### config.mk
export PLATFORM = sky130hd
export DESIGN_NAME = adu_flag_updater
export DESIGN_NICKNAME = d
export VERILOG_FILES = /design/src/rtl/adu_pkg.sv /design/src/rtl/adu_access_class.sv /design/src/rtl/adu_level_eval.sv /design/src/rtl/adu_top_pick.sv /design/src/rtl/adu_wb_seq.sv /design/src/rtl/adu_flag_updater.sv
export SDC_FILE = /design/constraint.sdc
export NUM_CORES = 1
export LEC_CHECK = 0
export CAP_MARGIN = 20
export CORE_AREA = 2 2 327 329
export CTS_CLUSTER_DIAMETER = 100
export CTS_CLUSTER_SIZE = 24
export DETAILED_ROUTE_END_ITERATION = 8
export DIE_AREA = 0 0 329 331
export PLACE_DENSITY = 0.46
export SYNTH_ARGS = -nofsm -noshare
export SYNTH_HDL_FRONTEND = slang
export SYNTH_HIERARCHICAL = 1
export SYNTH_SLANG_ARGS = --single-unit
### constraint.sdc
create_clock -name clk -period 18.27 [get_ports clk]
set_input_delay 1.827 -clock clk [delete_from_list [all_inputs] [get_ports clk]]
set_output_delay 1.827 -clock clk [all_outputs]
set_load 0.01 [all_outputs]
### src/rtl/adu_pkg.sv
package adu_pkg;
  localparam int ENT_W = 64;
  localparam int A_BIT = 8;
  localparam int D_BIT = 9;

  typedef enum logic [1:0] {
    ACC_READ  = 2'b00,
    ACC_WRITE = 2'b01,
    ACC_EXEC  = 2'b10,
    ACC_RMW   = 2'b11
  } acc_kind_e;

  typedef enum logic {
    SQ_IDLE = 1'b0,
    SQ_SEND = 1'b1
  } sq_state_e;
endpackage

### src/rtl/adu_access_class.sv
module adu_access_class
  import adu_pkg::*;
(
  input  logic       feat_en,
  input  logic [1:0] acc_kind,
  input  logic       pt_walk,
  input  logic       gla_valid,
  output logic       is_write
);
  logic native_wr;
  logic promoted;

  always_comb begin
    // write and read-modify-write both carry bit 0
    native_wr = acc_kind[0];
    promoted  = feat_en && pt_walk && gla_valid;
    is_write  = native_wr || promoted;
  end
endmodule

### src/rtl/adu_level_eval.sv
module adu_level_eval
  import adu_pkg::*;
#(
  parameter int LVL   = 1,
  parameter int LVL_W = 3
) (
  input  logic [ENT_W-1:0] entry,
  input  logic [LVL_W-1:0] leaf,
  input  logic             is_write,
  input  logic             feat_en,
  output logic             need,
  output logic [ENT_W-1:0] upd
);
  localparam logic [LVL_W-1:0] MY_LVL = LVL_W'(LVL);

  logic above_leaf;
  logic at_leaf;
  logic need_acc;
  logic need_dirty;
  logic [ENT_W-1:0] set_mask;

  always_comb begin
    above_leaf = MY_LVL > leaf;
    at_leaf    = MY_LVL == leaf;
    need_acc   = (above_leaf || at_leaf) && !entry[A_BIT];
    need_dirty = at_leaf && is_write && !entry[D_BIT];
    need       = feat_en && (need_acc || need_dirty);
    set_mask   = '0;
    set_mask[A_BIT] = 1'b1;
    set_mask[D_BIT] = at_leaf && is_write;
    upd        = need ? (entry | set_mask) : entry;
  end
endmodule

### src/rtl/adu_top_pick.sv
module adu_top_pick #(
  parameter int N     = 4,
  parameter int IDX_W = (N > 1) ? $clog2(N) : 1
) (
  input  logic [N-1:0]     mask,
  output logic [IDX_W-1:0] idx,
  output logic             any
);
  always_comb begin
    idx = '0;
    for (int i = 0; i < N; i++) begin
      if (mask[i]) idx = IDX_W'(i);
    end
    any = |mask;
  end
endmodule

### src/rtl/adu_wb_seq.sv
module adu_wb_seq
  import adu_pkg::*;
#(
  parameter int LEVELS = 4,
  parameter int ADDR_W = 48,
  localparam int IDX_W = (LEVELS > 1) ? $clog2(LEVELS) : 1
) (
  input  logic                      clk,
  input  logic                      rst,
  input  logic                      start,
  input  logic [LEVELS-1:0]         need_mask,
  input  logic [LEVELS*ENT_W-1:0]   new_ent,
  input  logic [LEVELS*ADDR_W-1:0]  addr_in,
  input  logic                      wr_ready,
  output logic                      wr_valid,
  output logic [ADDR_W-1:0]         wr_addr,
  output logic [ENT_W-1:0]          wr_data,
  output logic                      done,
  output logic [LEVELS*ENT_W-1:0]   ent_out
);
  sq_state_e          state;
  logic [LEVELS-1:0]  pending;
  logic [IDX_W-1:0]   cur;
  logic [ENT_W-1:0]   ent_q  [LEVELS];
  logic [ADDR_W-1:0]  addr_q [LEVELS];

  logic [LEVELS-1:0]  pending_after;
  logic [LEVELS-1:0]  pick_src;
  logic [IDX_W-1:0]   pick_idx;
  logic               pick_any;

  always_comb begin
    pending_after = pending & ~(LEVELS'(1) << cur);
    pick_src      = (state == SQ_IDLE) ? need_mask : pending_after;
  end

  adu_top_pick #(.N(LEVELS), .IDX_W(IDX_W)) u_pick (
    .mask (pick_src),
    .idx  (pick_idx),
    .any  (pick_any)
  );

  always_ff @(posedge clk) begin
    if (rst) begin
      state    <= SQ_IDLE;
      pending  <= '0;
      cur      <= '0;
      wr_valid <= 1'b0;
      done     <= 1'b0;
      for (int i = 0; i < LEVELS; i++) begin
        ent_q[i]  <= '0;
        addr_q[i] <= '0;
      end
    end else begin
      done <= 1'b0;
      case (state)
        SQ_IDLE: begin
          if (start) begin
            for (int i = 0; i < LEVELS; i++) begin
              ent_q[i]  <= new_ent[i*ENT_W +: ENT_W];
              addr_q[i] <= addr_in[i*ADDR_W +: ADDR_W];
            end
            pending <= need_mask;
            if (pick_any) begin
              cur      <= pick_idx;
              wr_valid <= 1'b1;
              state    <= SQ_SEND;
            end else begin
              done <= 1'b1;
            end
          end
        end
        SQ_SEND: begin
          if (wr_ready) begin
            pending <= pending_after;
            if (pick_any) begin
              cur <= pick_idx;
            end else begin
              wr_valid <= 1'b0;
              done     <= 1'b1;
              state    <= SQ_IDLE;
            end
          end
        end
        default: state <= SQ_IDLE;
      endcase
    end
  end

  always_comb begin
    wr_addr = addr_q[cur];
    wr_data = ent_q[cur];
  end

  for (genvar g = 0; g < LEVELS; g++) begin : g_out
    assign ent_out[g*ENT_W +: ENT_W] = ent_q[g];
  end
endmodule

### src/rtl/adu_flag_updater.sv
module adu_flag_updater
  import adu_pkg::*;
#(
  parameter int LEVELS = 4,
  parameter int ADDR_W = 48,
  localparam int LVL_W = $clog2(LEVELS + 1)
) (
  input  logic                     clk,
  input  logic                     rst,
  input  logic                     feat_en,
  input  logic                     start,
  input  logic [LVL_W-1:0]         leaf_lvl,
  input  logic [1:0]               acc_kind,
  input  logic                     pt_walk,
  input  logic                     gla_valid,
  input  logic [LEVELS*ENT_W-1:0]  ent_in,
  input  logic [LEVELS*ADDR_W-1:0] addr_in,
  output logic                     wr_valid,
  input  logic                     wr_ready,
  output logic [ADDR_W-1:0]        wr_addr,
  output logic [ENT_W-1:0]         wr_data,
  output logic                     done,
  output logic [LEVELS*ENT_W-1:0]  ent_out
);
  logic                    is_write;
  logic [LEVELS-1:0]       need_mask;
  logic [LEVELS*ENT_W-1:0] new_ent;

  adu_access_class u_class (
    .feat_en   (feat_en),
    .acc_kind  (acc_kind),
    .pt_walk   (pt_walk),
    .gla_valid (gla_valid),
    .is_write  (is_write)
  );

  for (genvar g = 0; g < LEVELS; g++) begin : g_lvl
    adu_level_eval #(.LVL(g + 1), .LVL_W(LVL_W)) u_eval (
      .entry    (ent_in[g*ENT_W +: ENT_W]),
      .leaf     (leaf_lvl),
      .is_write (is_write),
      .feat_en  (feat_en),
      .need     (need_mask[g]),
      .upd      (new_ent[g*ENT_W +: ENT_W])
    );
  end

  adu_wb_seq #(.LEVELS(LEVELS), .ADDR_W(ADDR_W)) u_seq (
    .clk       (clk),
    .rst       (rst),
    .start     (start),
    .need_mask (need_mask),
    .new_ent   (new_ent),
    .addr_in   (addr_in),
    .wr_ready  (wr_ready),
    .wr_valid  (wr_valid),
    .wr_addr   (wr_addr),
    .wr_data   (wr_data),
    .done      (done),
    .ent_out   (ent_out)
  );
endmodule

Word-level counts from Yosys, hierarchy flattened
Memory sizes are Yosys's and may differ from the RTL's. A register that Yosys moved wholly into a read port is not among the register bits.
Cells that the tools add are included.
{ "totals": {"n_memories": 2, "register_bits": 9, "input_bits": 460, "elab_cells": 119, "mem_bits_rw": 448} }
{ "op_classes": {"reduce_logical": 38, "magnitude_cmp": 4, "n_mux": 46, "eq_ne": 8, "n_bitwise": 15, "shifts": 1} }
{ "mem_list": {"columns": ["memory", "words", "width", "read_ports", "rd_ports_with_merged_regs", "write_ports", "line_no", "source"], "rows": [
  ["u_seq.ent_q", 4, 64, 5, 1, 4, "adu_wb_seq.sv:24", "logic [ENT_W-1:0] ent_q [LEVELS];"],
  ["u_seq.addr_q", 4, 48, 1, 1, 4, "adu_wb_seq.sv:25", "logic [ADDR_W-1:0] addr_q [LEVELS];"]
]} }
{ "ops": {"columns": ["cell", "n"], "rows": [
  ["$mux 64", 8],
  ["$or 64x10->64", 4],
  ["$mux 48", 4],
  ["$logic_and 1x1->1", 18],
  ["$mux 2", 9],
  ["$mux 1", 17],
  ["$mux 4", 3],
  ["$logic_or 1x1->1", 9],
  ["$logic_not 1->1", 8],
  ["$or 1x1->1", 8],
  ["$pmux 4 s2", 1],
  ["$eq 2x3->1 const A", 2],
  ["$gt 2x3->1 const A", 2],
  ["$ne 2x2->1 const B", 3],
  ["$pmux 1 s2", 3],
  ["$and 4x4->4", 1],
  ["$not 4->4", 1],
  ["$pmux 2 s2", 1],
  ["$reduce_and 4->1", 1],
  ["$reduce_or 4->1", 1],
  ["$shl 1x2->4 const A", 1],
  ["$eq 1x3->1 const A", 1],
  ["$eq 3x3->1 const A", 1],
  ["$gt 1x3->1 const A", 1],
  ["4 further kinds", 4]
]} }

Depth between registers and ports, before layout
Gate-level depths: netlist (run 1).
{ "depth": {"ltp_word": 16, "ltp_mapped": 9, "mapped_depth_nobuf": 9} }

Cells and area by module
Netlist (run 1), hierarchy kept.
{ "modules_own_cells": {"columns": ["mod", "seq_area_each_um2", "instances", "area_each_um2", "cells_per_inst"], "rows": [
  ["adu_wb_seq", 13673.1, 1, 19747.7, 1139],
  ["adu_level_eval at g_lvl[1].u_eval", 0.0, 1, 533.0, 70],
  ["adu_level_eval at g_lvl[3].u_eval", 0.0, 1, 523.0, 70],
  ["adu_level_eval at g_lvl[2].u_eval", 0.0, 1, 515.5, 68],
  ["adu_level_eval at g_lvl[0].u_eval", 0.0, 1, 508.0, 67],
  ["adu_top_pick", 0.0, 1, 23.8, 4],
  ["adu_access_class", 0.0, 1, 8.8, 1]
]} }

Worst setup path before layout (run 1)
OpenSTA, ideal clock, no wires.
{ "synth_timing": {"path_type": "input to register", "startpoint": "input port rst", "endpoint": "memory u_seq.addr_q[0][0], enable pin", "stages": 2, "slack_ns": 4.609, "setup_ns": 0.894, "arrival_time_ns": 12.768, "required_time_ns": 17.376, "cell_sequence": "clkbuf_1 nand2b_1"} }
{ "synth_lines": {"columns": ["item", "line_no", "source"], "rows": [
  ["start: declaration", "adu_flag_updater.sv:9", "input logic rst,"],
  ["end: declaration", "adu_wb_seq.sv:25", null]
]} }

==> results of run 1 <==
[layout by cell type (no fill, tap or decap), drive strengths merged, types with 5 or more instances in the layout]
| master | count |
|---|---|
| edfxtp | 448 |
| nand2 | 8 |
| and2 | 450 |
| nand3 | 5 |
| mux4 | 112 |
| inv | 8 |
| nor2 | 5 |
| nand2b | 14 |
| clkdlybuf4s50 | 828 |
| o21ai | 5 |
| dfxtp | 11 |
| buf | 15 |
| diode | 5 |
| clkbuf | 31 |
[layout make-up]
class                      count  area (um^2)
fill                       10700        74500
sequential                   459        13700
timing repair buffer         843         8430
multi-input combinational    632         5840
tap                         1391         1740
clock buffer                  31          658
clock inverter                10         92.6
antenna                        5         12.5
inverter                       3         11.3
[layer usage]
| layer | track usage | wire length (um) |
|---|---|---|
| met3 | 0.0540 | 7560 |
| met5 | 0 | 111 |
| met2 | 0.225 | 37200 |
| met4 | 0.0264 | 1640 |
| met1 | 0.140 | 26600 |
[how the worst min path moves through the flow]
| stage | start | end | slack [ns] |
|---|---|---|---|
| finish | u_seq/wr_valid | u_seq/wr_valid | 0.49 |
| global route | u_seq/wr_valid | u_seq/wr_valid | 0.52 |
| CTS | u_seq/wr_valid | u_seq/wr_valid | 0.49 |
| detailed placement | u_seq/wr_valid | u_seq/wr_valid | 0.48 |
| global placement | u_seq/wr_valid | u_seq/wr_valid | 0.49 |
| floorplan | u_seq/pending[3] | u_seq/pending[3] | 0.48 |
[kinds of logic (layout without fill, tap and decap cells)]
logic type / Yosys count / in the layout / share of synthesized area
other: 0 / 5 / 0
multiplexers: 113 / 113 / 0.116
buffers and inverters: 328 / 887 / 0.108
AO/OA/AOI/OAI: 24 / 24 / 0.00864
flip-flops: 459 / 459 / 0.625
AND/OR/NAND/NOR: 495 / 495 / 0.142
[registers in the layout, indices dropped and copies added, names as in the netlist, named ones only]
register,flops
u_seq/addr_q,192
u_seq/pending,4
u_seq/wr_valid,1
u_seq/ent_q,256
u_seq/done,1
u_seq/cur,2
u_seq/state,1
[power by group through the flow]
stage	clock [mW]	sequential, mW	combinational [mW]
floorplan	0	1.38	0.208
global placement	0	1.34	0.538
detailed placement	0	1.35	0.537
CTS	0.668	1.32	0.540
global route	0.695	1.33	0.562
finish	0.629	1.32	0.527
[through the flow]
| stage | hold slack (ns) | setup slack [ns] | area (um^2) | cells |
|---|---|---|---|---|
| 2_1_floorplan | 0.476 | 4.61 | 21900 | 1419 |
| 3_3_place_gp | 0.485 | 11.92 | 29700 | 3327 |
| 3_5_place_dp | 0.475 | 11.79 | 29700 | 3327 |
| 4_1_cts | 0.489 | 12.26 | 30400 | 3368 |
| 5_1_grt | 0.519 | 12.14 | 30500 | 3369 |
| 6_report | 0.490 | 12.49 | 30500 | 3374 |
[worst max-delay path: stages (launching register included)]
cell and delay [ns]:
dfxtp_4 0.70, buf_4 0.66, buf_4 0.73, mux4_2 0.59, clkdlybuf4s50_1 0.54
==> flow_summary.toml, run 1 <==
[sta]
finalHoldViolCount = 0
rsz0062_at_grt = "false"
fmax_mhz = 173
worst_pin_slew_ns = 0.999
finClkSkew_ns = 0.0230
fin_tns_setup_ns = 0
final-max-slew-violation-count = 0
maxSlewHeadroom = 0.334
fin_crit_sh = 0.316
final-setup-viol-count = 0
period_needed_ns = 5.78

[cts]
htree_levels = 1
cts_tree = "yes"
cts_setup_buffers = 0
cts_buffer_depth = 3
numCtsBuffers = 25
root_buffer = "clkbuf_16"
clock_sinks = 459
clkTransAtPathRegs_ns = 0.10
clock_latency_ns = 0.62
ctsResizeCount = 0
hold_buffers = 0

[yosys]
syn-cell-area_um2 = 21900
synth_top_area_frac = 0.615
syn-num-nets = 1879
yosysUniqueCellTypes = 39
async_reset_ff_frac = 0
synth_ff_type = "edfxtp_1"
synth.most_common_cell = "and2_1"
synth_cells = 1419
syn_area_per_cell_um2 = 15.4
ys_seq_area_frac = 0.625
synthTopCellsByCount = "450 x and2_1, 448 x edfxtp_1, 255 x buf_4"
synth-edff-count = 448
synth_top_area_cell = "edfxtp_1"
yosys_warnings = 6
synth_area_leaders = "edfxtp_1 62%, and2_1 13%, mux4_2 12%"
ys_ff_latch = 459

[power]
switching_power_mw = 0.634
p_clk_frac = 0.254
seq_power_share = 0.533
p_comb_frac = 0.213
p_total_mw = 2.47
p_per_area_nw_per_um2 = 81.2
power_leakage_nw = 10.7
switching_share = 0.256
ir_worst_vdd_v = 0.0000590
power.internal_mw = 1.84

[route]
drt-initial-drc-count = 753
num_vias = 13000
wl_per_cell_um = 21.7
routed_wl_um = 73100
antenna_left = 0
drc = 0
viasPerCell = 3.85
dr.pass1.iters = 4

[cells_and_area]
layout-drive-gt1-share = 0.0895
area_growth_pct = 39.4
final_nets = 2424
final_util = 0.290

[job]
drv_cap = 0

[die]
coreArea_um2 = 105000
die_h_um = 331
core.rowCount = 119
io_pins = 830
die_w_um = 329
start_util = 0.208
dieArea_um2 = 109000

[critical_path]
critPathLaunchType = "register"
critPathMaxFanout = 33
r2r_slack_ns = 14.14
crit_arrival_ns = 3.95
r2r-end = "u_seq/ent_q[0][46]"
rr_worst_depth = 6
regToRegStartpoint = "u_seq/state"
crit_type = "register to primary output"
critPathCapture = "wr_data[43]"
endpoint_kind = "primary output"
cp.required_ns = 16.44

[global_routing]
antenna_found_initial = 14
grt_pass1_vias = 14000
overflow = 0
grt_pass1_wl_um = 101000
grtUsageTotal = 0.127
grt_start_max_net_pins = 214

[placed_design]
gp_congestion = 0.827
place_hpwl_um = 55800
portBuffers = 828

[hold_path]
min_path_type = "register to register"
hold_path_depth = 2

[status]
outcome = "completed"
Power figures use the tool's default switching activity.
==> inputs of run 2 (changes only) <==
clock period = 5.6 ns   (was 18.27 ns; I/O delays follow)
==> flow_summary.toml, run 2 (same netlist as run 1, synthesis figures left out) <==
[status]
outcome = "completed"

[power]
ir_worst_vdd_v = 0.000188
p_per_area_nw_per_um2 = 267
power_leakage_nw = 10.8

[global_routing]
grtUsageTotal = 0.129
met2_usage = 0.226
busiest_layer = "met2"
grt_pass1_vias = 14100
grt_start_max_net_pins = 151
grt.met3_usage = 0.0480
antenna_found_initial = 15
use_met1 = 0.147
overflow = 0
grt_pass1_wl_um = 102000

[route]
drc = 0
viasPerCell = 3.84
antenna_left = 0
routed_wl_um = 74400
wl_per_cell_um = 22.0
dr.pass1.iters = 4
drt-initial-drc-count = 688
num_vias = 13000

[die]
dieArea_um2 = 109000
coreArea_um2 = 105000
start_util = 0.208
io_pins = 830
die_w_um = 329
die_h_um = 331
core.rowCount = 119

[job]
drv_cap = 0

[critical_path]
endpoint_kind = "primary output"
crit_arrival_ns = 3.15
r2r_slack_ns = 3.23
crit_chain = "buf_12, mux4_2, clkdlybuf4s50_1"
cp.required_ns = 5.04
critPathMaxFanout = 30
crit_slowest_cell = "dfxtp_4"
crit_type = "register to primary output"
critPathLaunchType = "register"
slowest_delay_ns = 0.86

[cts]
root_buffer = "clkbuf_16"
hold_buffers = 0
clock_latency_ns = 0.61
htree_levels = 1
cts_buffer_depth = 3
cts_setup_buffers = 0
ctsResizeCount = 0
numCtsBuffers = 26
cts_tree = "yes"
clkTransAtPathRegs_ns = 0.09
clock_sinks = 459

[hold_path]
min_path_type = "register to register"

[sta]
worst_pin_slew_ns = 0.952
maxSlewHeadroom = 0.365
fmax_mhz = 270
rsz0062_at_grt = "false"
period_needed_ns = 3.71
finClkSkew_ns = 0.0215
hold_ws_ns = 0.482
fin_crit_sh = 0.662
finalHoldViolCount = 0
final-setup-viol-count = 0
final-max-slew-violation-count = 0
fin_tns_setup_ns = 0

[cells_and_area]
layout-drive-gt1-share = 0.0932
n_fill_cell = 10600
seq_area_um2 = 13700
multiInputGateArea_um2 = 5840
final_nets = 2433
layout_commonest_cell = "clkdlybuf4s50_1"
reg_top3 = "u_seq/ent_q: 256 flops, u_seq/addr_q: 192 flops, u_seq/pending: 4 flops"
area_growth_pct = 40.3
top_register = "u_seq/ent_q"
mostFrequentLayoutCells = "828 x clkdlybuf4s50_1, 450 x and2_1, 448 x edfxtp_1"
largest_register_ffs = 256

[placed_design]
gp_congestion = 0.821
place_hpwl_um = 56400
portBuffers = 828
==> run 2: cell types whose count changed in the layout (fill, tap and decap cells not counted), sizes merged <==
cell	change
diode	-2
clkbuf	-1
buf	+8
==> run 2: path summary, 6_finish.rpt <==
check / from / to / depth (start not counted)
worst max register to register: u_seq/state / u_seq/ent_q[0][37] / 3
worst min-delay path: u_seq/wr_valid / u_seq/wr_valid / 2
worst max-delay path: register / wr_data[58] / 3
worst min register to register: u_seq/wr_valid / u_seq/wr_valid / 2
==> run 2: metal layers <==
| metal | part of all wire | routed length (um) |
|---|---|---|
| met1 | 0.38 | 28000 |
| met2 | 0.50 | 37200 |
| met3 | 0.095 | 7090 |
| met4 | 0.027 | 2000 |
| met5 | 0.0014 | 104 |
==> run 2: report_power, final <==
group	switching, mW	leakage [nW]	internal (mW)
combinational	0.724	5.39	1.03
clock	1.22	0.387	0.912
sequential	0.168	4.98	4.13
==> run 2: worst max-delay path: cells and delay by family (launching register included) <==
family | cells | cell delay, ns
buffers and inverters | 2 | 0.99
DFF | 1 | 0.86
muxes | 1 | 0.61
==> run 2: final cells by class <==
type	instances	area share
antenna	3	0.000245
timing repair buffer	851	0.280
sequential	459	0.446
tap	1391	0.0568
inverter	3	0.000367
clock buffer	30	0.0224
multi-input combinational	632	0.190
clock inverter	10	0.00379
==> run 2: metrics by stage <==
| stage | power (mW) | area [um^2] | setup slack (ns) | instances | utilization |
|---|---|---|---|---|---|
| detailed placement | 6.18 | 29900 | 2.34 | 3336 | 0.284 |
| CTS | 8.37 | 30700 | 1.66 | 3376 | 0.292 |
| finish | 8.18 | 30700 | 1.89 | 3379 | 0.292 |
| floorplan | 5.10 | 21900 | 1.13 | 1419 | - |
| global route | 8.57 | 30700 | 1.55 | 3376 | 0.292 |
| global placement | 6.16 | 29900 | 2.36 | 3336 | 0.284 |
